[src/rtl/ecrc_pkg.sv]
package ecrc_pkg;

  localparam int CRC_W = 64;

  // Build the low 64 coefficients of the generator (x^64 is implicit).
  function automatic logic [CRC_W-1:0] build_taps();
    logic [CRC_W-1:0] p;
    p = '0;
    p[0]  = 1'b1; p[1]  = 1'b1; p[5]  = 1'b1; p[7]  = 1'b1;
    p[11] = 1'b1; p[12] = 1'b1; p[13] = 1'b1; p[15] = 1'b1;
    p[17] = 1'b1; p[21] = 1'b1; p[22] = 1'b1; p[25] = 1'b1;
    p[28] = 1'b1; p[32] = 1'b1; p[35] = 1'b1; p[37] = 1'b1;
    p[38] = 1'b1; p[39] = 1'b1; p[41] = 1'b1; p[42] = 1'b1;
    p[43] = 1'b1; p[46] = 1'b1; p[47] = 1'b1; p[48] = 1'b1;
    p[50] = 1'b1; p[51] = 1'b1; p[52] = 1'b1; p[56] = 1'b1;
    p[57] = 1'b1; p[61] = 1'b1;
    return p;
  endfunction

  localparam logic [CRC_W-1:0] CRC_TAPS = build_taps();

  // One serial CRC step: feedback is the top bit XOR the incoming bit.
  function automatic logic [CRC_W-1:0] crc_advance(input logic [CRC_W-1:0] q,
                                                   input logic d);
    logic fb;
    fb = q[CRC_W-1] ^ d;
    return {q[CRC_W-2:0], 1'b0} ^ (fb ? CRC_TAPS : '0);
  endfunction

  // The read gate is open when the interlock is off or the count has reached the wait.
  function automatic logic gate_open(input logic mode, input int unsigned cnt,
                                     input int unsigned wait_cyc);
    return !mode || (cnt >= wait_cyc);
  endfunction

endpackage

[src/rtl/ecrc_ctl.sv]
module ecrc_ctl #(
  parameter int NUM_SRC = 3,
  parameter int WAIT_W  = 12,
  localparam int CTL_W  = NUM_SRC + 1 + WAIT_W
) (
  input  logic               clk,
  input  logic               rst_n,
  input  logic               we,
  input  logic [CTL_W-1:0]   wdata,
  output logic [NUM_SRC-1:0] src_en,
  output logic               lock_on,
  output logic [WAIT_W-1:0]  wait_cyc
);

  logic [CTL_W-1:0] ctl_q;

  always_ff @(posedge clk or negedge rst_n) begin
    if (!rst_n) begin
      ctl_q <= '0;
    end else if (we) begin
      ctl_q <= wdata;
    end
  end

  assign src_en   = ctl_q[NUM_SRC-1:0];
  assign lock_on  = ctl_q[NUM_SRC];
  assign wait_cyc = ctl_q[CTL_W-1:NUM_SRC+1];

endmodule

[src/rtl/ecrc_mix.sv]
module ecrc_mix #(
  parameter int NUM_SRC = 3
) (
  input  logic [NUM_SRC-1:0] noise,
  input  logic [NUM_SRC-1:0] en,
  output logic               bit_out
);

  logic [NUM_SRC-1:0] gated;

  for (genvar i = 0; i < NUM_SRC; i++) begin : g_src
    assign gated[i] = noise[i] & en[i];
  end

  assign bit_out = ^gated;

endmodule

[src/rtl/ecrc_crc.sv]
module ecrc_crc
  import ecrc_pkg::*;
(
  input  logic             clk,
  input  logic             rst_n,
  input  logic             din,
  output logic [CRC_W-1:0] state
);

  logic [CRC_W-1:0] state_q;

  always_ff @(posedge clk or negedge rst_n) begin
    if (!rst_n) begin
      state_q <= '0;
    end else begin
      state_q <= crc_advance(state_q, din);
    end
  end

  assign state = state_q;

endmodule

[src/rtl/ecrc_gate.sv]
module ecrc_gate
  import ecrc_pkg::*;
#(
  parameter int WAIT_W = 12
) (
  input  logic              clk,
  input  logic              rst_n,
  input  logic              lock_on,
  input  logic [WAIT_W-1:0] wait_cyc,
  input  logic              req,
  output logic              ready,
  output logic              fire
);

  logic [WAIT_W-1:0] cnt_q;

  assign ready = gate_open(lock_on, int'(cnt_q), int'(wait_cyc));
  assign fire  = req & ready;

  always_ff @(posedge clk or negedge rst_n) begin
    if (!rst_n) begin
      cnt_q <= '0;
    end else if (fire) begin
      cnt_q <= '0;
    end else if (cnt_q < wait_cyc) begin
      cnt_q <= cnt_q + 1'b1;
    end
  end

endmodule

[src/rtl/entropy_crc_acc.sv]
module entropy_crc_acc
  import ecrc_pkg::*;
#(
  parameter int NUM_SRC = 3,
  parameter int WAIT_W  = 12,
  localparam int CTL_W  = NUM_SRC + 1 + WAIT_W
) (
  input  logic               clk,
  input  logic               rst_n,
  input  logic [NUM_SRC-1:0] noise_in,
  input  logic               cfg_we,
  input  logic [CTL_W-1:0]   cfg_wdata,
  input  logic               rd_valid,
  output logic               rd_ready,
  output logic [CRC_W-1:0]   rd_data
);

  // Named internal events for the checker.
  logic [NUM_SRC-1:0] ctl_en;
  logic               ctl_lock;
  logic [WAIT_W-1:0]  ctl_wait;
  logic               mix_bit;
  logic               rd_fire;
  logic [CRC_W-1:0]   crc_q;

  ecrc_ctl #(.NUM_SRC(NUM_SRC), .WAIT_W(WAIT_W)) i_ctl (
    .clk      (clk),
    .rst_n    (rst_n),
    .we       (cfg_we),
    .wdata    (cfg_wdata),
    .src_en   (ctl_en),
    .lock_on  (ctl_lock),
    .wait_cyc (ctl_wait)
  );

  ecrc_mix #(.NUM_SRC(NUM_SRC)) i_mix (
    .noise   (noise_in),
    .en      (ctl_en),
    .bit_out (mix_bit)
  );

  ecrc_crc i_crc (
    .clk   (clk),
    .rst_n (rst_n),
    .din   (mix_bit),
    .state (crc_q)
  );

  ecrc_gate #(.WAIT_W(WAIT_W)) i_gate (
    .clk      (clk),
    .rst_n    (rst_n),
    .lock_on  (ctl_lock),
    .wait_cyc (ctl_wait),
    .req      (rd_valid),
    .ready    (rd_ready),
    .fire     (rd_fire)
  );

  assign rd_data = crc_q;

endmodule

[config.mk]
export PLATFORM = sky130hd
export DESIGN_NAME = entropy_crc_acc
export DESIGN_NICKNAME = d
export VERILOG_FILES = /design/src/rtl/ecrc_pkg.sv /design/src/rtl/ecrc_ctl.sv /design/src/rtl/ecrc_mix.sv /design/src/rtl/ecrc_crc.sv /design/src/rtl/ecrc_gate.sv /design/src/rtl/entropy_crc_acc.sv
export SDC_FILE = /design/constraint.sdc
export NUM_CORES = 1
export LEC_CHECK = 0
export ABC_CLOCK_PERIOD_IN_PS = 2700
export BUFFER_PORTS_ARGS = -buffer_cell sky130_fd_sc_hd__buf_4
export CELL_PAD_IN_SITES_DETAIL_PLACEMENT = 0
export CELL_PAD_IN_SITES_GLOBAL_PLACEMENT = 1
export CORE_AREA = 5 5 134 136
export CTS_BUF_LIST = sky130_fd_sc_hd__clkbuf_4
export DETAILED_ROUTE_END_ITERATION = 8
export DIE_AREA = 0 0 139 141
export HOLD_SLACK_MARGIN = 0.02
export MAX_ROUTING_LAYER = met4
export PLACE_DENSITY_LB_ADDON = 0.1
export REMOVE_ABC_BUFFERS = 1
export SYNTH_ARGS = -nofsm -noshare
export SYNTH_HDL_FRONTEND = slang
export SYNTH_HIERARCHICAL = 1
export SYNTH_SLANG_ARGS = --single-unit
[constraint.sdc]
create_clock -name clk -period 2.7 [get_ports clk]
set_clock_uncertainty 0.15 [all_clocks]
set_input_delay 0.27 -clock clk [delete_from_list [all_inputs] [get_ports clk]]
set_output_delay 0.27 -clock clk [all_outputs]
set_load 0.005 [all_outputs]
==> results by group <==
Global routing
  • GRT overflow: 0
  • Global-route total usage across every layer: 0.09653
  • Met2 Use GR: 0.1529
  • Gr busiest metal: met2
  • Met1 usage: 0.1124
  • Global-route wire length before repair: ~14,000 um
  • Number of global-route vias before repair: 2,678
  • GR Layer Usage met3: 0.03697
  • Largest net degree at the start of global routing: 72
  • Initial antenna violation count: 0

STA
  • Final hold vios: 0
  • Worst Max-Slew Pin Slew: around 460 ps
  • Setup violators final: 0
  • RSZ-0062 raised after global routing: false
  • Maximum clock frequency: just under 0.4 GHz
  • Worst slew margin: 0.6943
  • Final Slew Violations: 0
  • Setup_tns: 0 ps
  • Period minus WS final: between 2000 and 3000 ps
  • Crit share post-route: 0.9383

Status
  • Status: finished, final reports clean

Setup path
  • Data arrival time of the worst path: 2110 ps
  • Crit path max fanout: 5
  • Critical Path End Type: output pin
  • CP startpoint: i_gate/cnt_q[1]
  • Worst Path Required: 2280 ps
  • FF-to-FF Start: i_gate/cnt_q[1]
  • Type of origin of the critical path: flop
  • Critical path class: reg2out

Synthesis
  • Adder-cell share of the synthesized area: 0.04031
  • Avg Cell Area, Syn: 16.34 sq um
  • Compound-cell area share of the yosys netlist: 0.03256
  • Synth cell types: 36
  • Sequential fraction of the synthesis area: 0.5705
  • EDFF count, synth: 0
  • Main combinational cell family by area after synthesis: XOR/XNOR gates
  • Multiplexer share of the synthesized area: 0.05395
  • Post-synthesis xor/xnor area fraction: 0.1960
  • Ys async rst share: 1.000
  • Flops & latches, synth: between 90 and 100
  • Cells after synthesis: between 200 and 250
  • Simple-gate portion of the synthesized area: 0.06512
  • Ys Warns: 6
  • Synth Cell Area: about 4000 sq um
  • Primary FF master, synth: dfrtp_1

Finish
  • # nets final: ~400
  • Diode count: 0
  • Fin util: 0.3158
  • Most common cell after layout, fill and taps aside: buf_4
  • Filler cell count in the final layout: 1,721
  • Commonest non-fill, non-tap cells in the layout: buf_4 (99), dfrtp_1 (92), xor3_1 (29)
  • Share of cells above drive strength 1: 0.3946
  • Area grow syn2layout: 31.60%

Job
  • Max cap viols: 0

Pwr
  • LEAKAGE: 2.632 nW
  • Post-layout power: 5.262 mW
  • Pwr Density: 991.0 nW/um^2
  • Peak supply drop: between 0.4 and 0.5 mV

Clock network
  • CTS sink cnt: 92
  • CTS max path bufs: 2
  • CTS root buf: clkbuf_4
  • Num CTS Buffers: 9
  • H-Tree Depth: 3
  • CTS tree: done
  • Clock latency on the worst-skew pair: between 400 and 500 ps
  • Worst-path clk slew: around 150 ps

Floorplan
  • Die footprint: between 15,000 and 20,000 sq um
  • Initial core utilization: 0.2400
  • Width of the die: 139 um
  • I/O pins: between 80 and 90
  • Site Rows: 48
  • Core box area: around 17,000 sq um
  • Die height: approximately 140 um

Detailed routing
  • # DRC: 0
  • Via Count: 2,328
  • Final wirelength: 8721 um
  • First DRT Iteration DRCs: 79
  • Router iterations before antenna repair: 4
  • Antenna Nets Post-Route: 0
  • Vias/cell: between 3 and 4
  • WL/cell: roughly 15 um

Place
  • Port-buffer cells: between 80 and 90
  • Final Wtd Congestion: between 0.7 and 0.8
  • Detailed placer's ending HPWL: about 5900 um

Worst hold path
  • Worst Hold Class: in2async
## registers in the layout, indices dropped and copies added, names as in the netlist
signal        cells
i_crc/state      64
i_ctl/ctl_q      16
i_gate/cnt_q     12
## stage by stage
step                hold WS [ps]  setup slack (ps)  instance area, sq um  instances
global route               88.38             27.05                  5310        595
CTS                        44.51             17.47                  5240        589
global placement           44.49             350.0                  4907        552
floorplan                 -175.6             39.75                  3916        236
detailed placement         42.29             317.2                  4907        552
finish                     88.45             166.6                  5310        595
## logic make-up (layout without fill, tap and decap cells)
family,Yosys count,count (layout)
AO/OA/AOI/OAI,19,19
buffers and inverters,24,147
flip-flops,92,92
AND/OR/NAND/NOR,44,44
multiplexers,16,16
adder cells (fa/ha/maj),13,13
XOR/XNOR,39,39
## synthesized netlist by cell type (5+ instances only)
| cell type | count | area, sq um |
|---|---|---|
| mux2_4 | 10 | 150.1 |
| buf_6 | 5 | 56.30 |
| nand4_1 | 6 | 37.54 |
| a21oi_1 | 5 | 25.02 |
| ha_1 | 13 | 162.7 |
| nor2_1 | 8 | 30.03 |
| xor2_1 | 9 | 78.83 |
| nand2_1 | 9 | 33.78 |
| mux2_2 | 6 | 67.56 |
| xor3_1 | 29 | 689.4 |
| inv_1 | 13 | 48.80 |
| nand3_1 | 5 | 25.02 |
| dfrtp_1 | 92 | 2302 |
## cell type report
type | count | area [sq um] | area share
Clock buffer | 10 | 75.07 | 0.01414
Clock inverter | 5 | 37.54 | 0.007069
Inverter | 13 | 48.80 | 0.009189
Multi-Input combinational cell | 131 | 1602 | 0.3016
Sequential cell | 92 | 2302 | 0.4336
Tap cell | 225 | 281.5 | 0.05302
Timing Repair Buffer | 119 | 963.4 | 0.1814
## report_power, final
group | switching [mW] | internal [mW] | total [mW] | leakage (nW)
Combinational | 0.699 | 1.61 | 2.31 | 1.48
Sequential | 0.321 | 1.95 | 2.27 | 1.10
Clock | 0.489 | 0.200 | 0.689 | 0.0593
## path summary, 6_finish.rpt
path	end	slack [ps]	cells past startpoint
min reg2reg	i_crc/state[18]	240	0
min	i_ctl/ctl_q[5]	90	2
max	rd_ready	170	7
max in group asynchronous	i_crc/state[25]	1610	3
max reg2reg	i_gate/cnt_q[10]	450	8
min in group clk	i_ctl/ctl_q[12]	130	2
## critical path, stage by stage (launching register included)
cell and delay [ps]:
dfrtp_1 420, ha_1 310, nor2b_2 160, o211ai_2 180, a21o_4 160, nand3_4 80, or2_4 230, buf_4 130
## repair_timing
action | 4_1_cts | 5_1_grt
gates resized for setup | 3 | 5
setup buffers | 4 | 6
hold buffers | 18 | 0
hold endpoints to repair | 110 | 0
pin swaps | 2 | 5
setup endpoints to repair | 1 | 1
## routing by layer
metal,up-vias,share of wire
met1,1186,0.43
met4,0,0.015
met5,-,0
met3,10,0.062
li1,1084,-
met2,48,0.49
(Power assumes the default switching activity.)
